$ cat config.mk
export PLATFORM = sky130hd
export DESIGN_NAME = acc_link_unit
export DESIGN_NICKNAME = d
export VERILOG_FILES = /design/src/rtl/acc_link_pkg.sv /design/src/rtl/acc_rr_chain.sv /design/src/rtl/acc_mem_alu.sv /design/src/rtl/acc_skip_eval.sv /design/src/rtl/acc_link_unit.sv
export SDC_FILE = /design/constraint.sdc
export NUM_CORES = 1
export LEC_CHECK = 0
export BUFFER_PORTS_ARGS = -buffer_cell sky130_fd_sc_hd__buf_2
export CAP_MARGIN = 40
export CORE_UTILIZATION = 45
export CTS_CLUSTER_SIZE = 10
export DETAILED_ROUTE_END_ITERATION = 8
export PLACE_DENSITY_LB_ADDON = 0.05
export SLEW_MARGIN = 20
export SYNTH_ARGS = -nofsm -noshare
export SYNTH_HDL_FRONTEND = slang
export SYNTH_HIERARCHICAL = 1
export SYNTH_SLANG_ARGS = --single-unit
export TNS_END_PERCENT = 20
$ cat constraint.sdc
create_clock -name clk -period 1.22 [get_ports clk]
set_input_delay 0 -clock clk [delete_from_list [all_inputs] [get_ports clk]]
set_output_delay 0 -clock clk [all_outputs]
set_load 0.05 [all_outputs]
$ cat src/rtl/acc_link_pkg.sv
package acc_link_pkg;
  // register-reference field: one bit per operation, bit order is the apply order
  localparam int RR_W  = 12;
  localparam int B_CLA = 11;
  localparam int B_CLE = 10;
  localparam int B_CMA = 9;
  localparam int B_CME = 8;
  localparam int B_CIR = 7;
  localparam int B_CIL = 6;
  localparam int B_INC = 5;
  localparam int B_SPA = 4;
  localparam int B_SNA = 3;
  localparam int B_SZA = 2;
  localparam int B_SZE = 1;
  localparam int B_HLT = 0;
  // widths of the slices handed to the sub-units
  localparam int CHAIN_W = B_CLA - B_INC + 1;
  localparam int SKIP_W  = B_SPA - B_SZE + 1;
endpackage

$ cat src/rtl/acc_rr_chain.sv
module acc_rr_chain
  import acc_link_pkg::*;
#(
  parameter int W = 16
) (
  input  logic [CHAIN_W-1:0] ops,
  input  logic [W-1:0]       acc_i,
  input  logic               link_i,
  output logic [W-1:0]       acc_o,
  output logic               link_o
);
  localparam int O_CLA = B_CLA - B_INC;
  localparam int O_CLE = B_CLE - B_INC;
  localparam int O_CMA = B_CMA - B_INC;
  localparam int O_CME = B_CME - B_INC;
  localparam int O_CIR = B_CIR - B_INC;
  localparam int O_CIL = B_CIL - B_INC;
  localparam int O_INC = 0;

  logic [W-1:0] a;
  logic         l;
  logic         t;

  // operations apply in field order, each on the previous result
  always_comb begin
    a = acc_i;
    l = link_i;
    t = 1'b0;
    if (ops[O_CLA]) a = '0;
    if (ops[O_CLE]) l = 1'b0;
    if (ops[O_CMA]) a = ~a;
    if (ops[O_CME]) l = ~l;
    if (ops[O_CIR]) begin
      t = a[0];
      a = {l, a[W-1:1]};
      l = t;
    end
    if (ops[O_CIL]) begin
      t = a[W-1];
      a = {a[W-2:0], l};
      l = t;
    end
    if (ops[O_INC]) a = a + 1'b1;
    acc_o  = a;
    link_o = l;
  end
endmodule

$ cat src/rtl/acc_mem_alu.sv
module acc_mem_alu #(
  parameter int W  = 16,
  parameter int CW = 8
) (
  input  logic          op_and,
  input  logic          op_add,
  input  logic          op_lda,
  input  logic          op_inp,
  input  logic [W-1:0]  acc_i,
  input  logic          link_i,
  input  logic [W-1:0]  dr_i,
  input  logic [CW-1:0] chr_i,
  output logic [W-1:0]  acc_o,
  output logic          link_o
);
  logic [W:0] sum;

  assign sum = {1'b0, acc_i} + {1'b0, dr_i};

  always_comb begin
    acc_o  = acc_i;
    link_o = link_i;
    if (op_and) begin
      acc_o = acc_i & dr_i;
    end else if (op_add) begin
      acc_o  = sum[W-1:0];
      link_o = sum[W];
    end else if (op_lda) begin
      acc_o = dr_i;
    end else if (op_inp) begin
      acc_o = {acc_i[W-1:CW], chr_i};
    end
  end
endmodule

$ cat src/rtl/acc_skip_eval.sv
module acc_skip_eval
  import acc_link_pkg::*;
#(
  parameter int W = 16
) (
  input  logic              valid,
  input  logic [SKIP_W-1:0] sel,
  input  logic [W-1:0]      acc_i,
  input  logic              link_i,
  output logic              skip
);
  localparam int O_SPA = B_SPA - B_SZE;
  localparam int O_SNA = B_SNA - B_SZE;
  localparam int O_SZA = B_SZA - B_SZE;
  localparam int O_SZE = 0;

  logic [SKIP_W-1:0] hit;

  always_comb begin
    hit        = '0;
    hit[O_SPA] = sel[O_SPA] & ~acc_i[W-1];
    hit[O_SNA] = sel[O_SNA] &  acc_i[W-1];
    hit[O_SZA] = sel[O_SZA] & (acc_i == '0);
    hit[O_SZE] = sel[O_SZE] & ~link_i;
    skip       = valid & (|hit);
  end
endmodule

$ cat src/rtl/acc_link_unit.sv
module acc_link_unit
  import acc_link_pkg::*;
#(
  parameter int W  = 16,
  parameter int CW = 8
) (
  input  logic            clk,
  input  logic            rst_n,
  input  logic            mem_and,
  input  logic            mem_add,
  input  logic            mem_lda,
  input  logic            io_inp,
  input  logic            rr_valid,
  input  logic [RR_W-1:0] rr_field,
  input  logic [W-1:0]    dr_in,
  input  logic [CW-1:0]   char_in,
  output logic [W-1:0]    acc_out,
  output logic            link_out,
  output logic            run_out,
  output logic            skip_out
);
  localparam int SYNC_STAGES = 2;

  logic [SYNC_STAGES-1:0] rst_pipe;
  logic                   rst_sync_n;

  logic [W-1:0] acc_q, acc_d, acc_rr, acc_mem;
  logic         link_q, link_d, link_rr, link_mem;
  logic         run_q, run_d;
  logic         acc_en, run_en;

  // reset: asserted asynchronously, released after SYNC_STAGES edges
  always_ff @(posedge clk or negedge rst_n) begin
    if (!rst_n) rst_pipe <= '0;
    else        rst_pipe <= {rst_pipe[SYNC_STAGES-2:0], 1'b1};
  end
  assign rst_sync_n = rst_pipe[SYNC_STAGES-1];

  acc_rr_chain #(.W(W)) u_chain (
    .ops    (rr_field[B_CLA:B_INC]),
    .acc_i  (acc_q),
    .link_i (link_q),
    .acc_o  (acc_rr),
    .link_o (link_rr)
  );

  acc_mem_alu #(.W(W), .CW(CW)) u_alu (
    .op_and (mem_and),
    .op_add (mem_add),
    .op_lda (mem_lda),
    .op_inp (io_inp),
    .acc_i  (acc_q),
    .link_i (link_q),
    .dr_i   (dr_in),
    .chr_i  (char_in),
    .acc_o  (acc_mem),
    .link_o (link_mem)
  );

  acc_skip_eval #(.W(W)) u_skip (
    .valid  (rr_valid),
    .sel    (rr_field[B_SPA:B_SZE]),
    .acc_i  (acc_q),
    .link_i (link_q),
    .skip   (skip_out)
  );

  // next state and clock enables
  always_comb begin
    acc_en = rr_valid | mem_and | mem_add | mem_lda | io_inp;
    run_en = rr_valid & rr_field[B_HLT];
    run_d  = 1'b0;
    if (rr_valid) begin
      acc_d  = acc_rr;
      link_d = link_rr;
    end else begin
      acc_d  = acc_mem;
      link_d = link_mem;
    end
  end

  always_ff @(posedge clk or negedge rst_sync_n) begin
    if (!rst_sync_n) begin
      acc_q  <= '0;
      link_q <= 1'b0;
    end else if (acc_en) begin
      acc_q  <= acc_d;
      link_q <= link_d;
    end
  end

  always_ff @(posedge clk or negedge rst_sync_n) begin
    if (!rst_sync_n)  run_q <= 1'b1;
    else if (run_en)  run_q <= run_d;
  end

  assign acc_out  = acc_q;
  assign link_out = link_q;
  assign run_out  = run_q;
endmodule

# Yosys cells after proc, flatten, opt, wreduce, memory -nomap -nowiden
# Cells that the tools add are included.
[op_classes] add_sub_neg=2 n_eq_ne=1 n_mux=17 bitwise=15 n_reduce_logical=8
[ops] operator="two-way mux 16 bit" count=9
[ops] operator="adder 16 x 16 -> 17 bit" count=1
[ops] operator="adder 16 x 1 -> 16 bit (second input constant)" count=1
[ops] operator="AND 16 bit" count=1
[ops] operator="zero test 16 bit" count=1
[ops] operator="inverter 16 bit" count=1
[ops] operator="two-way mux 8 bit" count=1
[ops] operator="two-way mux 1 bit" count=7
[ops] operator="AND 1 bit" count=6
[ops] operator="nonzero test 5 bit" count=1
[ops] operator="bitwise OR 1 bit" count=4
[ops] operator="AND reduction 2 bit" count=2
[ops] operator="nonzero test 4 bit" count=1
[ops] operator="OR reduction 4 bit" count=1
[ops] operator="inverter 1 bit" count=3
[ops] operator="AND reduction 3 bit" count=1
[ops] operator="inequality test 2 x 1 -> 1 bit (second input constant)" count=1
[ops] operator="nonzero test 2 bit" count=1
[word_totals] ff_bits=20 input_bits=43 output_inout_bits=19 wordCells=48

# Longest topological paths before layout
[logic_depth] depth_word=8 depth_mapped=15 depth_no_buf=13

# Cells and area by module
# Netlist, hierarchy kept.
[modules_own_cells] mod="acc_rr_chain" n_inst=1 cells_each=207 area_each_um2=1387.6
[modules_own_cells] mod="acc_mem_alu" n_inst=1 cells_each=190 area_each_um2=1323.8
[modules_own_cells] mod="acc_link_unit" n_inst=1 cells_each=61 area_each_um2=994.7
[modules_own_cells] mod="acc_skip_eval" n_inst=1 cells_each=9 area_each_um2=77.6

# Worst setup path before layout
# Ideal clock, no wire load.
[synth_timing] path_type="register to register" from="register acc_q[0] (netlist: acc_out[0])" to="register acc_q[12] (netlist: acc_out[12])" arrival_ps=3099 required_ps=1095 slack_ps=-2004 path_stages_with_launch=12 n_path_buf=0 cell_sequence="dfrtp_1 nor2b_1 xnor2_1 o21ai_0 o21ai_0 ha_1 nand2_1 a2111o_1 nor4b_2 xnor2_1 mux2_2 mux2_2"
[synth_via] elab_chain_len=8 word_cells_on_any_way=12 cone_classes="add/sub: 2; mux: 9; bitwise: 1"
[synth_lines] element="start: declaration" line="acc_link_unit.sv:27" source="logic [W-1:0] acc_q, acc_d, acc_rr, acc_mem;"
[synth_lines] element="start signal: assignment" line="acc_link_unit.sv:84" source="acc_q <= '0;"
[synth_lines] element="start signal: assignment" line="acc_link_unit.sv:87" source="acc_q <= acc_d;"
[synth_lines] element="two-way mux 16 bit *" line="acc_rr_chain.sv:29" source="if (ops[O_CLA]) a = '0;"
[synth_lines] element="inverter 16 bit" line="acc_rr_chain.sv:31" source="if (ops[O_CMA]) a = ~a;"
[synth_lines] element="two-way mux 16 bit *" line="acc_rr_chain.sv:31"
[synth_lines] element="two-way mux 16 bit / two-way mux 1 bit (equally long branches)" line="acc_rr_chain.sv:33" source="if (ops[O_CIR]) begin"
[synth_lines] element="two-way mux 16 bit *" line="acc_rr_chain.sv:38" source="if (ops[O_CIL]) begin"
[synth_lines] element="adder 16 x 1 -> 16 bit *" line="acc_rr_chain.sv:43" source="if (ops[O_INC]) a = a + 1'b1;"
[synth_lines] element="two-way mux 16 bit *" line="acc_rr_chain.sv:43"
[synth_lines] element="via acc_rr[12]" line="acc_link_unit.sv:27"
[synth_lines] element="two-way mux 16 bit *" line="acc_link_unit.sv:73" source="if (rr_valid) begin"
# Mark *: on every way through the listed nets, which the timed path passes. The rest lies on a longest branch.
# A chain may end at the register's enable or synchronous reset.

# Worst setup path after layout
# Same ends and word-level chain as after synthesis.

==> impl_metrics.json <==
{
  "ant_nets": 0,
  "min_period_ns": 2.788,
  "slew_viol_final": 0,
  "internal-power_mw": 4.231,
  "die_h_um": 93.70,
  "cp-start-kind": "flop",
  "placedCellCount": 757,
  "clock.fmax_mhz": 358.7,
  "yosys_register_bits": 20,
  "multi_input_area_um2": 3338,
  "synth.area.top_cells": "dfrtp_1 (13%), mux2_2 (10%), xnor2_1 (7.9%)",
  "syn-num-nets": 528,
  "synth_area_um2": 3784,
  "final_util_pct": 69.36,
  "portBuffers": 61,
  "switching_power_mw": 3.820,
  "ys_types": 77,
  "ys_seq_area_share_pct": 13.26,
  "leakage_nw": 2.601,
  "synth_top_area_share_pct": 12.57,
  "fp-row-count": 33,
  "drt_iter0_drc": 154,
  "area_delta_synth_final_pct": 49.87,
  "holdWs_ns": 0.04383,
  "cts_sinks": 20,
  "vdd_drop_max_mv": 0.9344,
  "fp.coreArea_um2": 8175,
  "seq_area_um2": 516.7,
  "crit_required_ns": 1.38,
  "rsz0062_at_grt": "true",
  "die-area_um2": 8779,
  "vias": 4252,
  "syn_avg_cell_area_um2": 8.102,
  "setup_viol": 18,
  "timing.setup.tns_ns": -24.57,
  "gr-total-overflow": 0,
  "die_w_um": 93.70,
  "start_util_pct": 46.28,
  "grt.total_usage_pct": 29.73,
  "hpwl_mm": 10.35,
  "cts_inserted_buffers": 3,
  "hold_path.class": "primary input to asynchronous set/reset pin",
  "cts_buffer_depth": 2,
  "fin_crit_sh_pct": 228.5,
  "antenna_found_initial": 0,
  "drc": 0,
  "grt_max_degree": 21,
  "power_density_nw_per_um2": 1420,
  "stdcell_count": 770,
  "clk_pin_slew_ns": 0.09,
  "synth_ff_type": "dfrtp_1",
  "place.gp.congestion": 0.9222,
  "viasPerCell": 5.522,
  "cp_max_fo": 4,
  "grt_pass1_wl_mm": 20.16,
  "hold_violations": 0,
  "maxCapViolations": 0,
  "routed_wl_mm": 12.83,
  "ff2ff_path_depth": 11,
  "yosysWarnings": 6,
  "syn_inst": 467,
  "grt_pass1_vias": 4169,
  "n_antenna_cell": 0,
  "clockRootBuffer": "clkbuf_8",
  "io_pins": 62,
  "path_class": "flop to flop",
  "pwr-share-comb_pct": 80.2,
  "setup_ws_ns": -1.568,
  "nets": 727,
  "drive_gt1_share_pct": 50.53,
  "fin_worst_skew_ns": 0.01093,
  "firstDrtPassIters": 4,
  "status": "finished, violations left",
  "cts_tree": "built",
  "failed_checks": "setup timing",
  "p_seq_share_pct": 13.7,
  "wire_per_inst_um": 16.66,
  "synthArstFlopShare_pct": 100.0,
  "worstSetupEndpointType": "flop",
  "switching_share_pct": 47.44,
  "clock_latency_ns": 0.27,
  "synth-edff-count": 0,
  "fill_cells": 684,
  "yosys.area.top_type": "dfrtp_1",
  "worstPathArrival_ns": 2.95,
  "htree_levels": 1,
  "pwr-share-clk_pct": 6.1
}
==> worst max-delay path: stages (launching register included) <==
cell	delay (ns)
dfrtp_2	0.45
nor2b_4	0.14
xnor2_2	0.25
o21ai_2	0.11
o21ai_2	0.19
ha_2	0.22
nand2_2	0.07
a2111o_1	0.34
nor4b_2	0.28
xnor2_1	0.11
mux2_4	0.26
mux2_2	0.25
==> power groups by stage <==
stage,combinational (mW),sequential (mW),clock [mW]
after floorplan,3.00,1.72,0
after global placement,5.98,1.10,0
after detailed placement,6.05,1.11,0
after CTS,6.28,1.10,0.494
after global routing,6.93,1.13,0.525
final,6.46,1.10,0.488
==> logic make-up after synthesis <==
group | Yosys count | share of synthesized area (%)
AND/OR/NAND/NOR | 138 | 17.99
AO/OA/AOI/OAI | 134 | 25.63
multiplexers | 73 | 21.92
XOR/XNOR | 43 | 9.954
buffers and inverters | 40 | 4.993
flip-flops | 20 | 13.26
adder cells (fa/ha/maj) | 18 | 6.151
other | 1 | 0.09911
==> cells in the mapped netlist (all sizes together) (6+ instances only) <==
cell	number
o211ai	7
clkbuf	13
nor2	44
xor2	9
a211oi	11
xnor2	34
a21o	6
buf	16
nand2	39
nor3	11
dfrtp	19
nor2b	10
inv	11
o21ai	39
nand3	10
a21oi	27
ha	17
mux2i	27
mux2	46
==> layer usage <==
| metal | vias up | share of wire (%) | track usage [%] |
|---|---|---|---|
| met5 | - | 0 | 0 |
| met4 | 0 | 2.4 | 7.308 |
| met3 | 27 | 3.6 | 2.184 |
| met2 | 106 | 49 | 54.20 |
| met1 | 1997 | 44 | 37.63 |
| li1 | 2122 | - | - |
==> repair_timing <==
| item | CTS | global route |
|---|---|---|
| endpoints found under the hold margin | 3 | 0 |
| setup endpoints to repair | 19 | 20 |
| pin swaps | 3 | 1 |
| hold buffers | 2 | 0 |
| resized for setup | 22 | 17 |
| setup buffers | 6 | 2 |
==> sequential cells by signal (all words and copies together) (netlist names) <==
signal / count
acc_out: 16
rst_pipe: 2
link_out: 1
run_out: 1
==> worst paths after layout <==
check / slack [ns] / to / startpoint
max reg2reg: -1.57 / acc_out[12]$_DFFE_PN0P_ / acc_out[0]$_DFFE_PN0P_
max: -1.57 / acc_out[12]$_DFFE_PN0P_ / acc_out[0]$_DFFE_PN0P_
max in group asynchronous: 0.71 / run_out$_DFFE_PN1P_ / rst_pipe[1]$_DFF_PN0_
min reg2reg: 0.23 / acc_out[12]$_DFFE_PN0P_ / rst_pipe[1]$_DFF_PN0_
min in group clk: 0.14 / run_out$_DFFE_PN1P_ / rr_valid
min: 0.04 / rst_pipe[0]$_DFF_PN0_ / rst_n
==> area by class of cell <==
cell class | count | area share, %
clock buffer | 4 | 0.7944
inverter | 11 | 0.7282
timing repair buffer | 223 | 28.18
sequential | 20 | 9.113
tap | 105 | 2.317
multi-input combinational | 407 | 58.87
==> stage by stage <==
| step | setup WS, ns | area, µm² | total power, mW |
|---|---|---|---|
| floorplan | -1.631 | 3870 | 4.721 |
| CTS | -1.537 | 5560 | 7.873 |
| detailed placement | -1.658 | 5358 | 7.156 |
| global route | -1.686 | 5670 | 8.579 |
| finish | -1.568 | 5670 | 8.051 |
| global placement | -1.605 | 5358 | 7.076 |
==> cells in the final DEF (no fill, tap or decap), types with 15 or more instances in the layout <==
cell and n:
buf_4 156, mux2_4 16, buf_2 59, xnor2_1 30, nor2_1 42, nand2_1 37
mux2_2 28, mux2i_1 25, ha_1 15, a21oi_1 26, o21ai_0 24
(Power assumes the default switching activity.)
